===== config.mk =====
export PLATFORM = sky130hd
export DESIGN_NAME = rotscan_param_calc
export DESIGN_NICKNAME = d
export VERILOG_FILES = /design/src/rtl/rotscan_pkg.sv /design/src/rtl/scan_setting_check.sv /design/src/rtl/scan_corner_map.sv /design/src/rtl/scan_pixel_offset.sv /design/src/rtl/rotscan_param_calc.sv
export SDC_FILE = /design/constraint.sdc
export NUM_CORES = 2
export LEC_CHECK = 0
export ABC_AREA = 1
export BUFFER_PORTS_ARGS = -buffer_cell sky130_fd_sc_hd__clkbuf_2
export CAP_MARGIN = 20
export CORE_ASPECT_RATIO = 0.75
export CORE_MARGIN = 10
export CORE_UTILIZATION = 46
export DETAILED_ROUTE_END_ITERATION = 10
export PLACE_DENSITY_LB_ADDON = 0.1
export SLEW_MARGIN = 20
export SYNTH_ARGS = -nofsm -noshare
export SYNTH_HDL_FRONTEND = slang
export SYNTH_SLANG_ARGS = --single-unit
export TNS_END_PERCENT = 1

===== constraint.sdc =====
create_clock -name clk -period 9.8 [get_ports clk]
set_clock_uncertainty 0.2 [all_clocks]
set_input_delay 1.96 -clock clk [delete_from_list [all_inputs] [get_ports clk]]
set_output_delay 1.96 -clock clk [all_outputs]
set_load 0.005 [all_outputs]

===== src/rtl/rotscan_pkg.sv =====
// Shared constants and types for the rotated frame-scan parameter calculator.
// Assumes nothing beyond IEEE 1800-2017.
package rotscan_pkg;

    // Controller states: capture, validate, walk points, publish.
    typedef enum logic [1:0] {
        ST_IDLE  = 2'd0,
        ST_CHECK = 2'd1,
        ST_CALC  = 2'd2,
        ST_FIN   = 2'd3
    } calc_state_e;

    // Points walked per calculation: start, end, element pair, frame pair.
    localparam int NUM_PTS   = 6;
    localparam int PT_START  = 0;
    localparam int PT_END    = 1;
    localparam int PT_EFROM  = 2;
    localparam int PT_ETO    = 3;
    localparam int PT_FFROM  = 4;
    localparam int PT_FTO    = 5;

    localparam logic [1:0] SIZE_INVALID = 2'd3;
    localparam logic [2:0] ROT_MAX      = 3'd3;

endpackage


===== src/rtl/scan_setting_check.sv =====
// Normalises the captured scan settings and judges them.
// Zero pitch falls back to the width, zero scales fall back to one.
// Assumes the settings are held stable while it is used (purely combinational).
module scan_setting_check
    import rotscan_pkg::*;
#(
    parameter int DW = 12,
    parameter int SW = 4
) (
    input  logic [DW-1:0] width,
    input  logic [DW-1:0] height,
    input  logic [DW-1:0] pitch,
    input  logic [SW-1:0] xscale,
    input  logic [SW-1:0] yscale,
    input  logic [1:0]    size_code,
    input  logic [2:0]    rot_code,
    input  logic          mirror,
    output logic [DW-1:0] eff_pitch,
    output logic [SW-1:0] eff_xs,
    output logic [SW-1:0] eff_ys,
    output logic [1:0]    size_shift,
    output logic          bad,
    output logic          dbl
);

    // Substitute defaults for zero-valued settings.
    always_comb begin
        eff_pitch  = (pitch  == '0) ? width : pitch;
        eff_xs     = (xscale == '0) ? SW'(1) : xscale;
        eff_ys     = (yscale == '0) ? SW'(1) : yscale;
        size_shift = size_code;
    end

    // Reject unusable settings and decide whether two-level indexing is needed.
    always_comb begin
        bad = (size_code == SIZE_INVALID) || (rot_code > ROT_MAX) ||
              (width == '0) || (height == '0) || (eff_pitch < width);
        dbl = (rot_code != '0) || mirror || (pitch != '0) ||
              (xscale != '0) || (yscale != '0);
    end

endmodule


===== src/rtl/scan_corner_map.sv =====
// Gives, for one rotation and mirror choice, the six pixel coordinates the
// calculator needs: first pixel, last pixel, element step source and target,
// frame step source and target. Assumes width and height are nonzero.
module scan_corner_map
    import rotscan_pkg::*;
#(
    parameter int DW = 12
) (
    input  logic [DW-1:0] width,
    input  logic [DW-1:0] height,
    input  logic [1:0]    rot,
    input  logic          mirror,
    output logic [DW-1:0] pt_x [NUM_PTS],
    output logic [DW-1:0] pt_y [NUM_PTS]
);

    logic [DW-1:0] zr, on, wm, hm;

    // Named coordinate values used by the table below.
    always_comb begin
        zr = '0;
        on = DW'(1);
        wm = width - DW'(1);
        hm = height - DW'(1);
    end

    // Coordinate table; order in each row: start, end, e-from, e-to, f-from, f-to.
    always_comb begin
        case ({rot, mirror})
            3'b000: begin
                pt_x = '{zr, wm, zr, on, wm, zr};
                pt_y = '{zr, hm, zr, zr, zr, on};
            end
            3'b001: begin
                pt_x = '{wm, zr, on, zr, zr, wm};
                pt_y = '{zr, hm, zr, zr, zr, on};
            end
            3'b010: begin
                pt_x = '{zr, wm, zr, zr, zr, on};
                pt_y = '{hm, zr, on, zr, zr, hm};
            end
            3'b011: begin
                pt_x = '{wm, zr, zr, zr, on, zr};
                pt_y = '{hm, zr, on, zr, zr, hm};
            end
            3'b100: begin
                pt_x = '{wm, zr, on, zr, zr, wm};
                pt_y = '{hm, zr, zr, zr, on, zr};
            end
            3'b101: begin
                pt_x = '{zr, wm, zr, on, wm, zr};
                pt_y = '{hm, zr, zr, zr, on, zr};
            end
            3'b110: begin
                pt_x = '{wm, zr, zr, zr, on, zr};
                pt_y = '{zr, hm, zr, on, hm, zr};
            end
            default: begin
                pt_x = '{zr, wm, zr, zr, zr, on};
                pt_y = '{zr, hm, zr, on, hm, zr};
            end
        endcase
    end

endmodule


===== src/rtl/scan_pixel_offset.sv =====
// Byte offset of one pixel from the frame base:
// (y * pitch * yscale + x * xscale) shifted by the element size code.
// All arithmetic wraps at AW bits. Expects already-defaulted pitch and scales.
module scan_pixel_offset #(
    parameter int DW = 12,
    parameter int SW = 4,
    parameter int AW = 32
) (
    input  logic [DW-1:0] px,
    input  logic [DW-1:0] py,
    input  logic [DW-1:0] pitch,
    input  logic [SW-1:0] xs,
    input  logic [SW-1:0] ys,
    input  logic [1:0]    shift,
    output logic [AW-1:0] offset
);

    logic [AW-1:0] row_part;
    logic [AW-1:0] col_part;

    // Row and column contributions, then element size scaling.
    always_comb begin
        row_part = AW'(py) * AW'(pitch) * AW'(ys);
        col_part = AW'(px) * AW'(xs);
        offset   = (row_part + col_part) << shift;
    end

endmodule


===== src/rtl/rotscan_param_calc.sv =====
// Rotated frame-scan parameter calculator (top).
// Captures settings on an accepted start, validates them in one cycle, walks
// six pixel coordinates through one shared offset path (one per cycle), and
// publishes addresses, encoded steps and counts with a done pulse. Invalid
// settings give an err pulse and leave the published results untouched.
// Assumes start is a pulse; starts while busy are dropped.
module rotscan_param_calc
    import rotscan_pkg::*;
#(
    parameter int AW = 32,
    parameter int DW = 12,
    parameter int SW = 4
) (
    input  logic          clk,
    input  logic          rst_n,
    input  logic          start,
    input  logic [AW-1:0] base_addr,
    input  logic [DW-1:0] width,
    input  logic [DW-1:0] height,
    input  logic [DW-1:0] pitch,
    input  logic [SW-1:0] xscale,
    input  logic [SW-1:0] yscale,
    input  logic [1:0]    size_code,
    input  logic [2:0]    rot_code,
    input  logic          mirror,
    output logic          busy,
    output logic          done,
    output logic          err,
    output logic [AW-1:0] start_addr,
    output logic [AW-1:0] end_addr,
    output logic [AW-1:0] elem_step,
    output logic [AW-1:0] frame_step,
    output logic [DW-1:0] elem_count,
    output logic [DW-1:0] frame_count,
    output logic          double_idx
);

    localparam int IW       = $clog2(NUM_PTS);
    localparam int LAST_IDX = NUM_PTS - 1;
    localparam int NUM_STEP = 2;

    calc_state_e   state;
    logic [IW-1:0] idx;

    // Captured settings.
    logic [AW-1:0] base_q;
    logic [DW-1:0] w_q, h_q, pitch_q;
    logic [SW-1:0] xs_q, ys_q;
    logic [1:0]    size_q;
    logic [2:0]    rot_q;
    logic          mir_q;

    // Normalised settings and verdict.
    logic [DW-1:0] eff_pitch;
    logic [SW-1:0] eff_xs, eff_ys;
    logic [1:0]    size_shift;
    logic          bad, dbl;

    logic [DW-1:0] pt_x [NUM_PTS];
    logic [DW-1:0] pt_y [NUM_PTS];
    logic [DW-1:0] cur_x, cur_y;
    logic [AW-1:0] cur_off;
    logic [AW-1:0] off_q [NUM_PTS];
    logic [AW-1:0] elem_bytes;
    logic [AW-1:0] step_val [NUM_STEP];

    scan_setting_check #(.DW(DW), .SW(SW)) i_check (
        .width      (w_q),
        .height     (h_q),
        .pitch      (pitch_q),
        .xscale     (xs_q),
        .yscale     (ys_q),
        .size_code  (size_q),
        .rot_code   (rot_q),
        .mirror     (mir_q),
        .eff_pitch  (eff_pitch),
        .eff_xs     (eff_xs),
        .eff_ys     (eff_ys),
        .size_shift (size_shift),
        .bad        (bad),
        .dbl        (dbl)
    );

    scan_corner_map #(.DW(DW)) i_corners (
        .width  (w_q),
        .height (h_q),
        .rot    (rot_q[1:0]),
        .mirror (mir_q),
        .pt_x   (pt_x),
        .pt_y   (pt_y)
    );

    // Pick the coordinate for the current walk position.
    always_comb begin
        cur_x = '0;
        cur_y = '0;
        for (int i = 0; i < NUM_PTS; i++) begin
            if (idx == IW'(i)) begin
                cur_x = pt_x[i];
                cur_y = pt_y[i];
            end
        end
    end

    scan_pixel_offset #(.DW(DW), .SW(SW), .AW(AW)) i_offset (
        .px     (cur_x),
        .py     (cur_y),
        .pitch  (eff_pitch),
        .xs     (eff_xs),
        .ys     (eff_ys),
        .shift  (size_shift),
        .offset (cur_off)
    );

    // Element size in bytes, used by the step encoding.
    always_comb elem_bytes = AW'(1) << size_shift;

    // Encoded steps: element pair first, frame pair second.
    for (genvar g = 0; g < NUM_STEP; g++) begin : g_step
        always_comb step_val[g] = off_q[PT_ETO + 2*g] - off_q[PT_EFROM + 2*g]
                                  - elem_bytes + AW'(1);
    end

    // Busy covers every non-idle state.
    always_comb busy = (state != ST_IDLE);

    // Controller: capture, check, walk, publish.
    always_ff @(posedge clk) begin
        if (!rst_n) begin
            state       <= ST_IDLE;
            idx         <= '0;
            done        <= 1'b0;
            err         <= 1'b0;
            base_q      <= '0;
            w_q         <= '0;
            h_q         <= '0;
            pitch_q     <= '0;
            xs_q        <= '0;
            ys_q        <= '0;
            size_q      <= '0;
            rot_q       <= '0;
            mir_q       <= 1'b0;
            start_addr  <= '0;
            end_addr    <= '0;
            elem_step   <= '0;
            frame_step  <= '0;
            elem_count  <= '0;
            frame_count <= '0;
            double_idx  <= 1'b0;
            for (int i = 0; i < NUM_PTS; i++) off_q[i] <= '0;
        end else begin
            done <= 1'b0;
            err  <= 1'b0;
            case (state)
                ST_IDLE: begin
                    if (start) begin
                        base_q  <= base_addr;
                        w_q     <= width;
                        h_q     <= height;
                        pitch_q <= pitch;
                        xs_q    <= xscale;
                        ys_q    <= yscale;
                        size_q  <= size_code;
                        rot_q   <= rot_code;
                        mir_q   <= mirror;
                        state   <= ST_CHECK;
                    end
                end
                ST_CHECK: begin
                    idx <= '0;
                    if (bad) begin
                        err   <= 1'b1;
                        state <= ST_IDLE;
                    end else begin
                        state <= ST_CALC;
                    end
                end
                ST_CALC: begin
                    for (int i = 0; i < NUM_PTS; i++) begin
                        if (idx == IW'(i)) off_q[i] <= cur_off;
                    end
                    if (idx == IW'(LAST_IDX)) state <= ST_FIN;
                    else                      idx   <= idx + IW'(1);
                end
                ST_FIN: begin
                    start_addr  <= base_q + off_q[PT_START];
                    end_addr    <= base_q + off_q[PT_END];
                    elem_step   <= step_val[0];
                    frame_step  <= step_val[1];
                    elem_count  <= rot_q[0] ? h_q : w_q;
                    frame_count <= rot_q[0] ? w_q : h_q;
                    double_idx  <= dbl;
                    done        <= 1'b1;
                    state       <= ST_IDLE;
                end
                default: state <= ST_IDLE;
            endcase
        end
    end

endmodule


== Word level (Yosys, flattened, before mapping) ==
Memories as Yosys holds them, arrays and structs flattened.
Cells that the tools add are included.

* Bits in writable memories: 192
* Output and inout port bits: 156
* Bits of input ports: 85
* Memories kept: 1
* Word-level logic and storage cells: 154
* Register bits: 242

{| class="wikitable"
|+ Memory list
! memory !! depth !! bits a word !! read ports !! clocked after Yosys merged registers in !! wr ports !! RTL line !! source
|-
| off_q || 6 || 32 || 6 || 0 || 6 || rotscan_param_calc.sv:63 || <nowiki>logic [AW-1:0] off_q [NUM_PTS];</nowiki>
|}

* Multiplexer cells: 58
* $add $sub $neg: 12
* Shift-type cells: 2
* Magnitude comparators: 2
* Reductions and logical operators: 32
* Bitwise operators: 6
* Multipliers: 3
* Eq/ne operators: 18

{| class="wikitable"
|+ Operators by type and width
! operator !! count
|-
| $pmux 72 s3 || 2
|-
| $mux 32 || 6
|-
| $mux 12 || 15
|-
| $sub 32x32->32 || 4
|-
| $add 32x1->32 const B || 2
|-
| $add 32x32->32 || 2
|-
| $logic_not 12->1 || 3
|-
| $shl 1x2->32 const A || 1
|-
| $shl 32x2->32 || 1
|-
| $add 28x16->29 || 1
|-
| $mul 24x4->28 || 1
|-
| $mux 1 || 27
|-
| $mul 12x12->24 || 1
|-
| $sub 12x1->12 const B || 2
|-
| $mul 12x4->16 || 1
|-
| $eq 3x3->1 const B || 5
|-
| $eq 3x2->1 const B || 4
|-
| $lt 12x12->1 || 1
|-
| $reduce_bool 12->1 || 1
|-
| $reduce_or 2->1 || 6
|-
| $logic_not 4->1 || 2
|-
| $logic_or 1x1->1 || 8
|-
| $mux 4 || 2
|-
| $pmux 2 s4 || 1
|-
| other kinds (16) || 34
|}

== Longest topological paths before layout ==
* Depth after elaboration: 14
* Depth in mapped cells: 52
* Depth with buffers taken out: 51

== Modules after synthesis ==
From an unflattened synthesis, not the netlist that was laid out.

* Cell total of the unflattened synthesis: 6171
* Area, all modules: 41354.7 µm²

{| class="wikitable"
|+ Modules (own cells, without submodules)
! module !! cells each !! instances !! area each (µm²)
|-
| rotscan_param_calc || 4131 || 1 || 28364.7
|-
| scan_pixel_offset || 1670 || 1 || 11091.9
|-
| scan_corner_map || 267 || 1 || 1320.0
|-
| scan_setting_check || 103 || 1 || 578.1
|}

== Worst setup path after synthesis ==
Ideal clock, no wire load.

* Path kind: register -> register
* Start: register idx[0]
* End: memory off_q[0][28], data pin
* Arrival time: 8.850 ns
* Data required time: 9.334 ns
* Path slack: 0.484 ns
* Buffers on the path: 0
* Stages on the path, launching flop included: 46
* Period minus slack after synthesis: 9.316 ns
* Cell sequence: dfxtp_1 > inv_1 > ha_1 > nand2_1 > inv_1 > nor3_2 > nand2_1 > o311ai_4 > nand2_8 > inv_4 > nand2_2 > inv_2 > nand2_1 > fa_1 > fa_1 > fa_1 > inv_1 > fa_1 > [... 10 more ...] > inv_1 > fa_1 > inv_1 > fa_1 > inv_1 > fa_1 > inv_1 > ha_1 > a21oi_1 > o21ai_0 > a21boi_0 > inv_1 > nand2_1 > nand3_1 > nand2_1 > nand3_1 > nand2_1 > nor2_1

{| class="wikitable"
|+ RTL lines
! item !! RTL line !! source
|-
| start: declaration || rotscan_param_calc.sv:43 || <nowiki>logic [IW-1:0] idx;</nowiki>
|-
| start signal: assignment || rotscan_param_calc.sv:183 || <nowiki>else idx <= idx + IW'(1);</nowiki>
|-
| end: declaration || rotscan_param_calc.sv:63 ||
|}

==> summary.md <==
| Metric | Value |
|---|---|
| Outcome | `finished, final reports clean` |
| Internal power | `4.453 mW` |
| Area of the core | `between 70000 and 80000 um^2` |
| Overall fraction of global-route tracks in use | `a little over a quarter` |
| Kind of critical path | `reg2reg` |
| Net switching share of the total power | `around 42%` |
| Count of hold-fix buffers inserted at cts | `0` |
| Worst min-delay path endpoint | `pitch_q[5]$_SDFFE_PN0P_` |
| Total clock sinks | `between 400 and 500` |
| Fin area | `around 44000 um^2` |
| Gate Count Post-Synth | `~4900` |
| Switching power summed over all nets | `3.241 mW` |
| CTS tree | `yes` |
| Highest net fanout along the worst path | `7` |
| Detailed-route via count | `~34000` |
| Area of the mapped netlist | `around 37000 um^2` |
| End of the worst register-to-register path | `off_q[0][122]$_SDFFCE_PN0P_` |
| Insertion delay of the later-clocked pin in the worst-skew pair | `between 0.6 and 0.7 ns` |
| Dominant cells by area after synthesis | `sky130_fd_sc_hd__edfxtp_1 16%, sky130_fd_sc_hd__dfxtp_1 13%, sky130_fd_sc_hd__ha_1 13%, sky130_fd_sc_hd__fa_1 11%, sky130_fd_sc_hd__nor2_1 8.8%` |
| Routed len/inst | `just under 20 um` |
| Aggregate global routing overflow | `0` |
| Count of max-cap constraint violations | `0` |
| Maximum clock path buffer count | `3` |
| RSZ-0062 raised after global routing | `yes` |
| Critical path buffers and inverters | `12` |
| Chip Width | `between 300 and 400 um` |
| Pwr Density | `173.6 nW/um^2` |
| Type of destination of the critical path | `flip-flop` |
| Largest net degree at the start of global routing | `120` |
| Worst setup slack before clock tree synthesis | `-0.2461 ns` |
| Share of post-route cells with drive strength above 1 | `18.63%` |
| Fraction of registers with async set or reset after synthesis | `0%` |
| Number of failing hold endpoints at the final stage | `0` |
| Weighted congestion at the end of routability-driven global placement | `around 0.95` |
| Critical-path cell with the highest stage delay | `sky130_fd_sc_hd__fa_1` |
| DIE HEIGHT | `about 260 um` |
| Maximum VDD drop | `a little over 0.2 mV` |
| Most frequent cell after synthesis | `sky130_fd_sc_hd__nor2_1` |
| Critical Path Start Type | `flip-flop` |
| Number of distinct standard cells referenced by the synthesized netlist | `53` |
| Synth Net Count | `5575` |
| Smallest setup slack after layout | `0.2176 ns` |
| Synth top area share | `15.74%` |
| Number of cell rows | `89` |
| Setup TNS | `0 ns` |
| Via count of the first global-routing pass | `32692` |
| Register share of total power | `a little over a quarter` |
| Die area | `91440 um^2` |
| Fillcell total | `7551` |
| Post-detailed-routing wire length | `~120 mm` |
| Standard cell area after detailed placement | `40880 um^2` |
| Count of endpoints failing setup in the final report | `0` |
| Peak Freq | `around 100 MHz` |
| Arrival time reported for the critical path endpoint | `9.72 ns` |
| Share of total power in combinational logic | `48.7%` |
| Biggest area consumer among synthesized cells | `sky130_fd_sc_hd__edfxtp_1` |
| Area growth from synthesis to layout | `20.98%` |
| Warnings from Yosys | `0` |
| Worst hold start | `pitch_q[5]$_SDFFE_PN0P_` |
| Cell type with the highest occurrence count on the critical path | `sky130_fd_sc_hd__fa_1` |
| Number of synthesized flops with an enable pin | `~190` |
| Initial antenna violation count | `0` |
| Source of the critical timing path | `idx[1]$_SDFFE_PN0P_` |
| Path category of the worst min-delay check | `reg2reg` |
| Synthesis-stage register bit count | `between 400 and 500` |
| Main flop type after synthesis | `sky130_fd_sc_hd__dfxtp_1` |
| Final period util | `slightly below 100%` |
| Clk network pwr share | `roughly a quarter` |
| CTS buffer count | `49` |
| Static Leakage | `21.85 nW` |
| Final HPWL from detailed placement | `~100 mm` |
| First-pass GRT wire length | `around 190 mm` |
| Clock input transition at the sequential cells of the worst setup and hold paths | `0.06 ns` |
| Post-layout nets | `between 6000 and 7000` |
| Max-Slew Margin vs Limit | `around 28%` |
| H-tree depth | `2` |
| Finished Core Util | `roughly 56%` |
| Depth of the worst register-to-register path | `44` |
| Tmin final | `9.582 ns` |
| Avg Synthesized Cell Area | `between 7 and 8 um^2` |
| Post-detailed-route count of antenna-violating nets | `0` |
| Total power | `a little under 8 mW` |
| R2R setup slack | `~0.22 ns` |
| Delay of the slowest cell on the worst path | `0.53 ns` |
| Crit path required time | `just under 10 ns` |
| Antenna cells | `0` |
| Final hold slack | `around 0.28 ns` |
| Final std cells w/o fill | `6434` |
| Cell count after placement | `6318` |
| Number of vias per cell | `5.280` |
| Initial core utilization | `about 46%` |
| CTS root buffer | `sky130_fd_sc_hd__clkbuf_16` |
| Number of cells on the critical path | `44` |
| Transition at the pin with the smallest max-transition slack | `1.053 ns` |
| Cell family with the largest share of critical-path delay | `adder cells` |
| Most common library cells after synthesis | `863 x sky130_fd_sc_hd__nor2_1, 835 x sky130_fd_sc_hd__inv_1, 753 x sky130_fd_sc_hd__nand2_1, 384 x sky130_fd_sc_hd__ha_1, 319 x sky130_fd_sc_hd__o21ai_0` |
| Share of the yosys chip area belonging to registers | `between 20 and 30%` |
| Number of top-level design ports | `about 240` |
| Count of cells along the worst hold path | `2` |
| Count of pins over their slew limit | `0` |
| RR Startpoint | `idx[1]$_SDFFE_PN0P_` |
| Count of unresolved DRC violations after routing | `0` |
| First-pass iteration count of the detailed router | `6` |
| Starting DRT DRC Count | `approximately 2900` |
| Port bufs | `between 200 and 250` |
final cells by class:
cell class,count,area (um^2),share of cell area (%)
Multi-Input combinational cell,3471,23900,53.93
Sequential cell,434,10620,23.95
Timing Repair Buffer,530,3631,8.193
Inverter,861,3244,7.321
Tap cell,1046,1309,2.953
Clock buffer,57,1287,2.905
Clock inverter,35,330.3,0.7453
worst min-delay path, cell delays in order (launching register included):
cell                      delay (ns)
sky130_fd_sc_hd__dfxtp_1        0.31
sky130_fd_sc_hd__inv_1          0.06
sky130_fd_sc_hd__a21oi_1        0.06
routing by layer:
| layer | vias up | wire (um) | track usage (%) |
|---|---|---|---|
| met1 | 16209 | 63020 | 41.22 |
| met2 | 1070 | 51140 | 38.77 |
| met5 | - | 0 | 0 |
| met4 | 0 | 1846 | 4.555 |
| met3 | 100 | 8682 | 3.630 |
| li1 | 16595 | - | - |
placed cells by master (no fill, tap or decap), types with 55 or more instances in the layout:
cell                       count
sky130_fd_sc_hd__buf_4       264
sky130_fd_sc_hd__ha_1        350
sky130_fd_sc_hd__nor2_1      816
sky130_fd_sc_hd__edfxtp_1    192
sky130_fd_sc_hd__a21oi_1     281
sky130_fd_sc_hd__clkbuf_2    240
sky130_fd_sc_hd__o21ai_0     291
sky130_fd_sc_hd__xor2_1       71
sky130_fd_sc_hd__nand3_2      55
sky130_fd_sc_hd__dfxtp_1     240
sky130_fd_sc_hd__inv_1       821
sky130_fd_sc_hd__nand2_1     663
sky130_fd_sc_hd__nand2_2      78
sky130_fd_sc_hd__fa_1        197
sky130_fd_sc_hd__nand3_1     176
worst max path at each step:
stage	endpoint
final	off_q[0][122]$_SDFFCE_PN0P_
after global routing	off_q[0][122]$_SDFFCE_PN0P_
after CTS	off_q[0][120]$_SDFFCE_PN0P_
after detailed placement	off_q[0][156]$_SDFFCE_PN0P_
after global placement	off_q[0][148]$_SDFFCE_PN0P_
after floorplan	off_q[0][28]$_SDFFCE_PN0P_
state kept, by name (all words and copies together), names as in the netlist, named ones only:
name / count
size_q: 2
elem_count: 12
frame_step: 32
pitch_q: 12
done: 1
ys_q: 4
base_q: 32
double_idx: 1
idx: 3
elem_step: 32
frame_count: 12
err: 1
rot_q: 3
w_q: 12
h_q: 12
xs_q: 4
end_addr: 32
off_q: 192
start_addr: 32
state: 1
mir_q: 1
power groups by stage:
stage / combinational [mW] / clock (mW) / sequential (mW)
6_report: 3.74 / 1.90 / 2.05
5_1_grt: 4.11 / 2.00 / 2.05
4_1_cts: 3.38 / 1.93 / 2.04
3_5_place_dp: 3.32 / 0 / 2.08
3_3_place_gp: 3.32 / 0 / 2.08
2_1_floorplan: 1.83 / 0 / 2.05
repair_timing:
item,in CTS,in global routing
endpoints found under the setup margin,121,142
setup buffers,1,23
pin swaps,9,169
gates resized for setup,49,358
kinds of logic (layout without fill, tap and decap cells):
family / Yosys count / in the layout / share of synthesized area (%)
AO/OA/AOI/OAI: 780 / 780 / 11.65
XOR/XNOR: 109 / 109 / 2.606
adder cells (fa/ha/maj): 586 / 586 / 24.15
buffers and inverters: 999 / 1483 / 10.26
flip-flops: 434 / 434 / 28.96
multiplexers: 3 / 3 / 0.08197
AND/OR/NAND/NOR: 1993 / 1993 / 22.29
(Power assumes the default switching activity.)
